File: src/rtl/aud_clkgen_pkg.sv
`timescale 1ns/1ps
package aud_clkgen_pkg;
  // smallest legal divide value; smaller settings are clamped to it
  parameter int unsigned AUD_MIN_DIV   = 2;
  // post-divide factors applied to the bit clock when the master clock runs
  parameter int unsigned AUD_MUL_SHORT = 8;
  parameter int unsigned AUD_MUL_LONG  = 4;

  typedef enum logic {
    BCLK_FROM_PRESCALER = 1'b0,
    BCLK_FROM_POSTDIV   = 1'b1
  } bclk_src_e;
endpackage

File: src/rtl/aud_clk_prescaler.sv
`timescale 1ns/1ps
module aud_clk_prescaler #(
  parameter int unsigned DIV_W   = 8,
  parameter int unsigned MIN_DIV = 2
) (
  input  logic             clk,
  input  logic             rst,
  input  logic             en,
  input  logic [DIV_W-1:0] div_val,
  input  logic             odd_ratio,
  output logic             wrap,
  output logic             armed,
  output logic             armed_nxt,
  output logic             pre_nxt
);
  localparam int unsigned CNT_W = DIV_W + 1;

  logic [DIV_W-1:0] div_eff;
  logic [CNT_W-1:0] ratio;
  logic [CNT_W-1:0] hi_len;
  logic [CNT_W-1:0] cnt;
  logic [CNT_W-1:0] cnt_nxt;

  always_comb begin
    div_eff   = (div_val < DIV_W'(MIN_DIV)) ? DIV_W'(MIN_DIV) : div_val;
    ratio     = {div_eff, 1'b0} + CNT_W'(odd_ratio);
    hi_len    = CNT_W'(div_eff) + CNT_W'(odd_ratio);
    wrap      = en && (cnt == ratio - CNT_W'(1));
    cnt_nxt   = !en ? '0 : (wrap ? '0 : cnt + CNT_W'(1));
    armed_nxt = en && (armed || wrap);
    // high phase covers count values 0 .. hi_len-1 of every armed period
    pre_nxt   = armed_nxt && (cnt_nxt < hi_len);
  end

  always_ff @(posedge clk) begin
    if (rst || !en) begin
      cnt   <= '0;
      armed <= 1'b0;
    end else begin
      cnt   <= cnt_nxt;
      armed <= armed_nxt;
    end
  end
endmodule

File: src/rtl/aud_clk_postdiv.sv
`timescale 1ns/1ps
module aud_clk_postdiv #(
  parameter int unsigned MUL_SHORT = 8,
  parameter int unsigned MUL_LONG  = 4
) (
  input  logic clk,
  input  logic rst,
  input  logic en,
  input  logic long_chan,
  input  logic wrap,
  input  logic armed,
  input  logic armed_nxt,
  output logic post_nxt
);
  localparam int unsigned SUB_W = $clog2(MUL_SHORT);
  localparam logic [SUB_W:0] K_SHORT = (SUB_W+1)'(MUL_SHORT);
  localparam logic [SUB_W:0] K_LONG  = (SUB_W+1)'(MUL_LONG);

  logic [SUB_W:0] k_sel;
  logic [SUB_W:0] sub;
  logic [SUB_W:0] sub_nxt;

  always_comb begin
    k_sel = long_chan ? K_LONG : K_SHORT;
    if (!en)
      sub_nxt = '0;
    else if (wrap && armed)
      sub_nxt = (sub == k_sel - (SUB_W+1)'(1)) ? '0 : sub + (SUB_W+1)'(1);
    else
      sub_nxt = sub;
    // first half of the prescaled periods in each group is the high phase
    post_nxt = armed_nxt && (sub_nxt < (k_sel >> 1));
  end

  always_ff @(posedge clk) begin
    if (rst) sub <= '0;
    else     sub <= sub_nxt;
  end
endmodule

File: src/rtl/aud_clkgen.sv
`timescale 1ns/1ps
module aud_clkgen
  import aud_clkgen_pkg::*;
#(
  parameter int unsigned DIV_W = 8
) (
  input  logic             clk,
  input  logic             rst,
  input  logic             en,
  input  logic [DIV_W-1:0] div_val,
  input  logic             odd_ratio,
  input  logic             mck_on,
  input  logic             long_chan,
  output logic             bclk,
  output logic             mclk,
  output logic             bit_tick,
  output logic             cfg_err
);
  logic      wrap, armed, armed_nxt, pre_nxt, post_nxt;
  logic      bclk_nxt;
  bclk_src_e src;

  aud_clk_prescaler #(
    .DIV_W   (DIV_W),
    .MIN_DIV (AUD_MIN_DIV)
  ) u_pre (
    .clk       (clk),
    .rst       (rst),
    .en        (en),
    .div_val   (div_val),
    .odd_ratio (odd_ratio),
    .wrap      (wrap),
    .armed     (armed),
    .armed_nxt (armed_nxt),
    .pre_nxt   (pre_nxt)
  );

  aud_clk_postdiv #(
    .MUL_SHORT (AUD_MUL_SHORT),
    .MUL_LONG  (AUD_MUL_LONG)
  ) u_post (
    .clk       (clk),
    .rst       (rst),
    .en        (en),
    .long_chan (long_chan),
    .wrap      (wrap),
    .armed     (armed),
    .armed_nxt (armed_nxt),
    .post_nxt  (post_nxt)
  );

  always_comb begin
    src      = mck_on ? BCLK_FROM_POSTDIV : BCLK_FROM_PRESCALER;
    bclk_nxt = (src == BCLK_FROM_POSTDIV) ? post_nxt : pre_nxt;
  end

  always_ff @(posedge clk) begin
    if (rst) begin
      bclk     <= 1'b0;
      mclk     <= 1'b0;
      bit_tick <= 1'b0;
      cfg_err  <= 1'b0;
    end else begin
      bclk     <= bclk_nxt;
      mclk     <= mck_on && pre_nxt;
      bit_tick <= bclk_nxt && !bclk;
      cfg_err  <= en && (div_val < DIV_W'(AUD_MIN_DIV));
    end
  end
endmodule

File: config.mk
export PLATFORM = sky130hd
export DESIGN_NAME = aud_clkgen
export DESIGN_NICKNAME = d
export VERILOG_FILES = /design/src/rtl/aud_clkgen_pkg.sv /design/src/rtl/aud_clk_prescaler.sv /design/src/rtl/aud_clk_postdiv.sv /design/src/rtl/aud_clkgen.sv
export SDC_FILE = /design/constraint.sdc
export NUM_CORES = 1
export LEC_CHECK = 0
export BUFFER_PORTS_ARGS = -buffer_cell sky130_fd_sc_hd__buf_4
export CAP_MARGIN = 20
export CORE_ASPECT_RATIO = 0.8
export CORE_MARGIN = 2
export CORE_UTILIZATION = 49
export DETAILED_ROUTE_END_ITERATION = 8
export PLACE_DENSITY_LB_ADDON = 0.3
export RECOVER_POWER = 100
export SYNTH_ARGS = -nofsm -noshare
export SYNTH_HDL_FRONTEND = slang
export SYNTH_SLANG_ARGS = --single-unit
export TNS_END_PERCENT = 50
File: constraint.sdc
create_clock -name clk -period 12.1 [get_ports clk]
set_input_delay 0.605 -clock clk [delete_from_list [all_inputs] [get_ports clk]]
set_output_delay 0.605 -clock clk [all_outputs]
set_load 0.005 [all_outputs]
==> summary.txt, run 1 <==
Status
  • Status: finished clean

Routing
  • Detailed Route Iter0 Violations: 177
  • DRC Markers: 0
  • First-pass DRT Iterations: 4
  • Vias: 1435
  • Vias/cell: 5.93
  • Wire per inst: 15.6 um
  • Final WL: 3.77 mm
  • Routed Antenna Nets: 0

Global routing
  • GRT Util Overall: 20.7%
  • Largest net degree at the start of global routing: 18
  • Grt ovf: 0
  • Vias in the first global route: 1335
  • First-pass GRT wire length: 6.11 mm
  • Initial antenna violation count: 0

Place
  • Detailed placement HPWL: 2.96 mm
  • Port bufs: 17
  • Placed Area: 0.00174 sq mm
  • Gpl congestion: 0.920
  • Pre-CTS WS: 7320 ps

Clock network
  • CTS hold repair buffers: 0
  • Clk Latency, worst-skew pair: 250 ps
  • Clock buffer depth: 2
  • CTS tree: done
  • Clk slew on worst S/H paths: 70 ps
  • # resized after CTS: 0
  • # clock sinks: 18
  • Number of buffers created by CTS: 3
  • Root buffer cell: clkbuf_8
  • H-tree depth: 1
  • Post-CTS Setup Bufs: 0

Cells and area
  • Area delta synth->final: 6.36%
  • NumNets Final: 231
  • Util after Layout: 55.5%
  • Design Area, Final: 0.00174 sq mm
  • # diodes: 0
  • Share of layout cells above drive strength 1: 16.8%

Timing
  • Post-route clock skew: 1.01 ps
  • Final slew viol count: 0
  • # setup viols final: 0
  • Worst-margin pin slew: 1070 ps
  • RSZ-0062 raised after global routing: false
  • Final setup TNS: 0 ps
  • Setup WS post-layout: 6580 ps
  • Tmin final: 5520 ps
  • Min Hold Slack: 496 ps
  • Fmax: 0.181 GHz
  • Final Hold Fails: 0
  • Rel. slew slack: 27.8%
  • Part of the cycle the worst path needs: 45.7%

Setup path
  • CP max-delay cell: nor4_1
  • CP Cell Sequence: clkbuf_1, nor3_1, nand2_1, nand2_1, inv_1, ha_1, xnor2_1, a2111oi_0, o221ai_1, nor4_1, nand2_1, nand2_1, nor2_1, ha_1, a21o_1, a21o_1, a21oi_1, o211ai_1, a21o_1, o32ai_1
  • Crit Path Class: primary input to flop
  • Slowest stage delay, CP: 950 ps
  • Startpoint types: primary input
  • Number of cells on the worst reg-to-reg path: 14
  • CP most frequent cell: nand2_1
  • Worst Path Arrival: 5690 ps
  • Worst setup EP type: flop
  • Worst Path Max Fanout: 17
  • Critical Path RT: 12270 ps

Power and ir drop
  • Net Sw Frac: 26.4%
  • Peak supply drop: 0.0000756 V
  • Net switching power: 35.4 uW
  • Clock share of power: 37.4%
  • Leak: 0.726 nW
  • Pwr dens: 77.0 mW/mm^2
  • Power share of the combinational group: 17.6%
  • Reg power frac: 45.0%
  • Int Pwr: 98.4 uW

Synth
  • Primary FF master, synth: dfxtp_1
  • Yosys warnings: 0
  • Mapped Cells: 189
  • Mapped cell area: 0.00163 sq mm
  • Post-synth cell types: 49
  • Register bit total from synthesis: 18
  • Mapped Avg Cell Area: 8.64 sq um
  • Synthesized netlist net count: 217
  • Post-synthesis sequential area ratio: 22.1%
  • FFs w/ async S/R, synth: 0%
  • Post-synth EDFFs: 0

Floorplan
  • Core ar.: 0.00313 sq mm
  • Die area: 0.00381 sq mm
  • DIE HEIGHT: 55.6 um
  • I/O pin count: 18
  • Die width: 68.5 um
  • Num rows: 18
  • Initial Util: 52.2%

Hold path
  • HP Class: flop to flop
  • Hold Path Depth: 1

Job
  • Max-cap violations: 0
-- final timing paths --
kind | slack [ps] | to | startpoint
setup / recovery | 6580 | bit_tick$_SDFF_PP0_ | div_val[6]
hold / removal | 500 | bit_tick$_SDFF_PP0_ | bclk$_SDFF_PP0_
setup reg to reg | 7350 | bit_tick$_SDFF_PP0_ | u_pre.cnt[6]$_SDFF_PP0_
hold reg to reg | 500 | bit_tick$_SDFF_PP0_ | bclk$_SDFF_PP0_
-- cell families after synthesis --
| logic type | synth area share [%] |
|---|---|
| AND/OR/NAND/NOR | 28.4 |
| XOR/XNOR | 11.8 |
| buffers and inverters | 7.13 |
| multiplexers | 1.84 |
| AO/OA/AOI/OAI | 18.1 |
| flip-flops | 22.1 |
| adder cells (fa/ha/maj) | 10.7 |
-- final cells by class --
cell class | instances | area (sq um)
fill | 290 | 1390
multi-input combinational | 152 | 1110
sequential | 18 | 360
timing repair buffer | 17 | 124
clock buffer | 4 | 55.1
tap | 40 | 50.0
inverter | 11 | 41.3
-- critical path: cells and delay by family --
family	cells	cell delay [ps]
adder cells (fa/ha/maj)	2	630
AO/OA/AOI/OAI	8	1640
AND/OR/NAND/NOR	7	2450
XOR/XNOR	1	130
buffers and inverters	2	250
-- flip-flops by register name, indices dropped and copies added, names as in the netlist --
name	cells
mclk	1
cfg_err	1
bit_tick	1
u_pre.armed	1
u_post.sub	4
bclk	1
u_pre.cnt	9
-- cells in the final DEF (no fill, tap or decap), drive strengths merged, types with 5 or more instances in the layout --
cell,n
buf,12
nor2,20
nand2,6
a21o,5
xor2,11
nor3,14
clkbuf,9
a21oi,8
xnor2,11
ha,14
inv,11
dfxtp,18
nand4,7
nand3,9
-- per-layer routing --
metal  up-vias  GRT usage, %  wire [um]
li1        716             -          -
met1       678          32.0       1910
met2        39          29.5       1650
met3         2          4.66        189
met4         0          2.86         10
met5         -             0          0
-- power groups by stage --
stage	Clock, mW	Sequential [mW]	Combinational (mW)
3_5_place_dp	0	0.0616	0.0250
5_1_grt	0.0536	0.0602	0.0260
4_1_cts	0.0507	0.0602	0.0252
6_report	0.0500	0.0602	0.0235
3_3_place_gp	0	0.0615	0.0245
2_1_floorplan	0	0.0614	0.0182
-- synth_stat cells (5+ instances only) --
cell type	number	area share, %
nor3_1	14	4.3
nand2_1	5	1.1
dfxtp_1	18	22
nand4_1	7	2.7
xor2_1	11	5.9
xnor2_1	11	5.9
a21oi_1	8	2.5
ha_1	14	11
nand3_1	9	2.8
nor2_1	20	4.6
inv_1	11	2.5
-- metrics by stage --
| stage | power (mW) | cells |
|---|---|---|
| detailed placement | 0.0866 | 238 |
| global placement | 0.0860 | 238 |
| floorplan | 0.0795 | 189 |
| global route | 0.140 | 242 |
| finish | 0.134 | 242 |
| CTS | 0.136 | 242 |
(Power assumes the default switching activity.)
==> run 2, diff against run 1 <==
- clock period: 12.1 -> 5.21 ns (I/O delays scaled with it)
==> run 2 against run 1 <==
  * Count of clock-buffer cells in the layout did not move
  * Sequential power rose by 130%
  * Non-clock buffer count unchanged
  * Clock skew grew 12 ps
  * Critical path depth is 1 lower
  * Clock power up 140%
  * Final cell count unchanged
==> summary.txt, run 2 (same netlist as run 1, synthesis figures left out) <==
Status
  • Status: finished clean

Routing
  • Vias: 1455 (+1.4%)
  • Routed Antenna Nets: 0 (unchanged)
  • First-pass DRT Iterations: 4 (unchanged)
  • Detailed Route Iter0 Violations: 104 (-41%)
  • Wire per inst: 16.1 um (+3.2%)
  • DRC Markers: 0 (unchanged)
  • Vias/cell: 6.01 (+1.4%)
  • Final WL: 3.89 mm (+3.2%)

Clock network
  • Post-CTS Setup Bufs: 0 (unchanged)
  • Clk slew on worst S/H paths: 80 ps (about the same)
  • # clock sinks: 18 (unchanged)
  • Number of buffers created by CTS: 3 (unchanged)
  • CTS tree: done
  • # resized after CTS: 0 (unchanged)
  • Clk Latency, worst-skew pair: 270 ps (+20 ps)
  • Root buffer cell: clkbuf_8
  • H-tree depth: 1 (unchanged)
  • Clock buffer depth: 2 (unchanged)
  • CTS hold repair buffers: 0 (unchanged)

Global routing
  • GRT Util Overall: 21.9% (+1.3 points)
  • Largest net degree at the start of global routing: 18 (unchanged)
  • Grt ovf: 0 (unchanged)
  • Vias in the first global route: 1388 (+4.0%)
  • First-pass GRT wire length: 6.35 mm (+3.8%)
  • Initial antenna violation count: 0 (unchanged)

Timing
  • Final Hold Fails: 0 (unchanged)
  • Final setup TNS: 0 ps (unchanged)
  • Part of the cycle the worst path needs: 86.8%
  • # setup viols final: 0 (unchanged)
  • Post-route clock skew: 13.2 ps (+12.2 ps)
  • Tmin final: 4520 ps
  • Rel. slew slack: 59.8% (+32 points)
  • Final slew viol count: 0 (unchanged)
  • Fmax: 0.221 GHz
  • RSZ-0062 raised after global routing: false
  • Worst-margin pin slew: 587 ps (-486 ps)

Cells and area
  • Top flop regs: u_pre.cnt x9, u_post.sub x4
  • FF+latch area: 360 sq um (unchanged)
  • # diodes: 0 (unchanged)
  • NumNets Final: 231 (unchanged)
  • Util after Layout: 56.8% (+1.3 points)
  • Largest Register: u_pre.cnt
  • Fillcell total: 297 (+2.4%)
  • Multi-input gate area: 0.00115 sq mm (+3.6%)
  • Commonest non-fill, non-tap cell in the layout: nor2_1
  • Share of layout cells above drive strength 1: 18.3% (+1.5 points)
  • Area delta synth->final: 8.81%
  • Most frequent cells in the layout: nor2_1, dfxtp_1, nor3_1, ha_1, buf_4
  • Max reg flops: 9 (unchanged)

Setup path
  • CP most frequent cell: nand2_1
  • Worst Setup EP: bit_tick$_SDFF_PP0_
  • CP Cell Sequence: clkbuf_1, nor3_1, nand2_1, nand2_1, ha_1, inv_1, a2111oi_0, xnor2_1, nor4_4, nand2_1, nand2_1, nor2_1, ha_1, a21o_1, a21o_1, a21oi_1, o211ai_1, a21o_1, o32ai_1
  • Worst setup EP type: flop
  • Worst Path Arrival: 4690 ps (-1000 ps)
  • CP max-delay cell: a2111oi_0
  • R2R Setup Slk: 1130 ps (-6220 ps)
  • Critical Path RT: 5370 ps (-6900 ps)
  • Startpoint types: primary input
  • CP startpoint: div_val[7]
  • Crit Path Class: primary input to flop
  • Slowest stage delay, CP: 560 ps (-390 ps)
  • FF-to-FF End: bit_tick$_SDFF_PP0_
  • Critical R2R Launch: u_pre.cnt[6]$_SDFF_PP0_
  • Worst Path Max Fanout: 17 (unchanged)
  • Number of cells on the worst reg-to-reg path: 14 (unchanged)

Place
  • Port bufs: 17 (unchanged)
  • Gpl congestion: 0.912 (-0.93%)
  • Detailed placement HPWL: 3.06 mm (+3.5%)

Floorplan
  • Die width: 68.5 um (unchanged)
  • Core ar.: 0.00313 sq mm (unchanged)
  • I/O pin count: 18 (unchanged)
  • Die area: 0.00381 sq mm (unchanged)
  • DIE HEIGHT: 55.6 um (unchanged)
  • Initial Util: 52.2% (unchanged)
  • Num rows: 18 (unchanged)

Power and ir drop
  • Pwr dens: 180 mW/mm^2 (+130%)
  • Peak supply drop: 0.000126 V (+67%)
  • Leak: 0.730 nW (+0.44%)

Hold path
  • HP Class: primary input to flop

Job
  • Max-cap violations: 0 (unchanged)
[run 2: changes by cell type in the layout (fill, tap and decap cells not counted)]
cell	delta
a2111oi_0	-1
a2111oi_4	+1
nor4_1	-1
nor4_4	+1
o221ai_1	-1
o221ai_2	+1
[run 2: report_power, final]
part,leakage [nW],total [mW],internal [mW],switching (mW)
logic,0.556,0.0585,0.0240,0.0344
registers,0.145,0.140,0.138,0.00158
clock network,0.0288,0.121,0.0673,0.0538
total,0.730,0.319,0.230,0.0898
[run 2: final cells by class]
| cell class | count | area share [%] |
|---|---|---|
| timing repair buffer | 17 | 6.97 |
| tap | 40 | 2.82 |
| sequential | 18 | 20.3 |
| multi-input combinational | 152 | 64.5 |
| clock buffer | 4 | 3.10 |
| inverter | 11 | 2.32 |
[run 2: how the worst min path moves through the flow]
| stage | to | cells past startpoint | start | slack, ps |
|---|---|---|---|---|
| 2_1_floorplan | bclk$_SDFF_PP0_ | 1 | mck_on | 350 |
| 3_3_place_gp | bclk$_SDFF_PP0_ | 2 | mck_on | 470 |
| 3_5_place_dp | bclk$_SDFF_PP0_ | 2 | mck_on | 480 |
| 4_1_cts | bclk$_SDFF_PP0_ | 2 | mck_on | 200 |
| 5_1_grt | bclk$_SDFF_PP0_ | 2 | mck_on | 190 |
| 6_report | bclk$_SDFF_PP0_ | 2 | mck_on | 190 |
[run 2: through the flow]
| step | worst slack (ps) | std cells | power [mW] | cell area (sq um) | hold WS, ps |
|---|---|---|---|---|---|
| 2_1_floorplan | 1210 | 189 | 0.185 | 1630 | 355 |
| 3_3_place_gp | 771 | 238 | 0.200 | 1740 | 465 |
| 3_5_place_dp | 711 | 238 | 0.202 | 1740 | 484 |
| 4_1_cts | 957 | 242 | 0.319 | 1790 | 203 |
| 5_1_grt | 262 | 242 | 0.333 | 1780 | 187 |
| 6_report | 685 | 242 | 0.319 | 1780 | 192 |
[run 2: critical path: cells and delay by family]
kind | cells | cell delay (ps)
AND/OR/NAND/NOR | 7 | 1840
AO/OA/AOI/OAI | 7 | 1580
adder cells (fa/ha/maj) | 2 | 550
buffers and inverters | 2 | 220
XOR/XNOR | 1 | 220
[run 2: per-layer routing]
metal  GRT usage, %  vias to the layer above  wire [um]
met4           9.71                        0        110
met5              0                        -          0
met1           30.8                      680       1750
li1               -                      715          -
met2           31.7                       47       1740
met3           4.66                       13        284
==> run 3, diff against run 2 <==
- CTS_BUF_LIST: unset -> sky130_fd_sc_hd__clkbuf_4
- SKIP_CTS_REPAIR_TIMING: unset -> 1
==> run 3 against run 2 <==
  * Combinational power hardly changed
  * Hold slack lost 35 ps
  * Via count decreased by 2.1%
  * Sequential share of layout area is 0.33 points higher
  * Flip-flop and latch count is the same
  * Final cell count is the same
==> summary.txt, run 3 (same netlist as run 1, synthesis figures left out) <==
Status
  • Status: finished clean

Power and ir drop
  • Design Power: 271 uW (-15%)
  • Leak: 0.716 nW (-1.8%)
  • Pwr dens: 155 mW/mm^2 (-14%)
  • Peak supply drop: 0.000137 V (+8.3%)

Timing
  • Final Hold Fails: 0 (unchanged)
  • RSZ-0062 raised after global routing: false
  • Tmin final: 4460 ps (-61.2 ps)
  • Part of the cycle the worst path needs: 85.7% (-1.2 points)
  • Worst-margin pin slew: 597 ps (+9.53 ps)
  • Fmax: 0.224 GHz (+1.4%)
  • # setup viols final: 0 (unchanged)
  • Final setup TNS: 0 ps (unchanged)
  • Rel. slew slack: 59.2% (-0.65 points)
  • Final slew viol count: 0 (unchanged)
  • Post-route clock skew: 7.65 ps (-5.54 ps)

Hold path
  • HP Class: primary input to flop

Cells and area
  • Share of layout cells above drive strength 1: 17.8% (-0.50 points)
  • Area delta synth->final: 7.05%
  • Commonest non-fill, non-tap cell in the layout: nor2_1
  • Util after Layout: 55.8% (-0.92 points)
  • Largest Register: u_pre.cnt
  • NumNets Final: 231 (unchanged)
  • Max reg flops: 9 (unchanged)
  • Most frequent cells in the layout: nor2_1, dfxtp_1, nor3_1, ha_1, buf_4
  • Top flop regs: u_pre.cnt x9, u_post.sub x4
  • # diodes: 0 (unchanged)

Global routing
  • Largest net degree at the start of global routing: 18 (unchanged)
  • First-pass GRT wire length: 6.13 mm (-3.5%)
  • Grt ovf: 0 (unchanged)
  • Vias in the first global route: 1343 (-3.2%)
  • Initial antenna violation count: 0 (unchanged)
  • GRT Util Overall: 20.8% (-1.1 points)

Place
  • Gpl congestion: 0.912 (unchanged)
  • Detailed placement HPWL: 3.06 mm (unchanged)
  • Port bufs: 17 (unchanged)

Clock network
  • Number of buffers created by CTS: 3 (unchanged)
  • Clk slew on worst S/H paths: 110 ps (+30 ps)
  • Clock buffer depth: 2 (unchanged)
  • Root buffer cell: clkbuf_4
  • Clk Latency, worst-skew pair: 290 ps (+20 ps)
  • CTS tree: done
  • # clock sinks: 18 (unchanged)
  • H-tree depth: 1 (unchanged)

Job
  • Max-cap violations: 0 (unchanged)

Floorplan
  • Num rows: 18 (unchanged)
  • Die area: 0.00381 sq mm (unchanged)
  • Core ar.: 0.00313 sq mm (unchanged)
  • Die width: 68.5 um (unchanged)
  • I/O pin count: 18 (unchanged)
  • DIE HEIGHT: 55.6 um (unchanged)
  • Initial Util: 52.2% (unchanged)

Routing
  • First-pass DRT Iterations: 4 (unchanged)
  • Wire per inst: 15.4 um (-3.9%)
  • Final WL: 3.73 mm (-3.9%)
  • Detailed Route Iter0 Violations: 93 (-11%)
  • DRC Markers: 0 (unchanged)
  • Routed Antenna Nets: 0 (unchanged)
  • Vias/cell: 5.88 (-2.1%)
  • Vias: 1424 (-2.1%)

Setup path
  • Critical Path RT: 5410 ps (+40 ps)
  • Worst setup EP type: flop
  • Worst Path Max Fanout: 17 (unchanged)
  • Startpoint types: primary input
  • Worst Path Arrival: 4660 ps (-30 ps)
  • Crit Path Class: primary input to flop
-- run 3: layout make-up --
class                      instances  area (sq um)
inverter                          11          41.3
timing repair buffer              17           124
clock inverter                     1          3.75
fill                             294          1380
clock buffer                       3          22.5
multi-input combinational        152          1150
sequential                        18           360
tap                               40          50.0
-- run 3: metal layers --
metal / vias up / GRT usage, % / wire, um
li1: 715 / - / -
met1: 665 / 30.3 / 1790
met2: 38 / 30.5 / 1690
met3: 6 / 4.66 / 214
met4: 0 / 5.43 / 43
met5: - / 0 / 0
-- run 3: per-stage QoR --
step           instance area, sq um  cells  setup WS [ps]  hold WS, ps
3_5_place_dp                   1740    238            711          484
3_3_place_gp                   1740    238            771          465
5_1_grt                        1750    242            329          137
4_1_cts                        1760    242           1020          154
6_report                       1750    242            747          157
2_1_floorplan                  1630    189           1210          355
-- run 3: final timing paths --
check | cells past startpoint | start | slack (ps) | end
max | 19 | div_val[7] | 750 | bit_tick$_SDFF_PP0_
min reg2reg | 1 | bclk$_SDFF_PP0_ | 540 | bit_tick$_SDFF_PP0_
max reg2reg | 14 | u_pre.cnt[6]$_SDFF_PP0_ | 1100 | bit_tick$_SDFF_PP0_
min | 2 | mck_on | 160 | bclk$_SDFF_PP0_
-- run 3: power breakdown --
group	switching (mW)	total (mW)	internal, mW
Sequential	0.00159	0.140	0.138
Combinational	0.0344	0.0585	0.0240
Clock	0.0451	0.0729	0.0279
-- run 3: critical path: stages --
cell	delay [ps]
clkbuf_1	180
nor3_1	390
nand2_1	160
nand2_1	120
ha_1	220
inv_1	50
a2111oi_0	540
xnor2_1	220
nor4_4	450
nand2_1	170
nand2_1	440
nor2_1	110
ha_1	330
a21o_1	160
a21o_1	160
a21oi_1	180
o211ai_1	100
a21o_1	190
o32ai_1	230
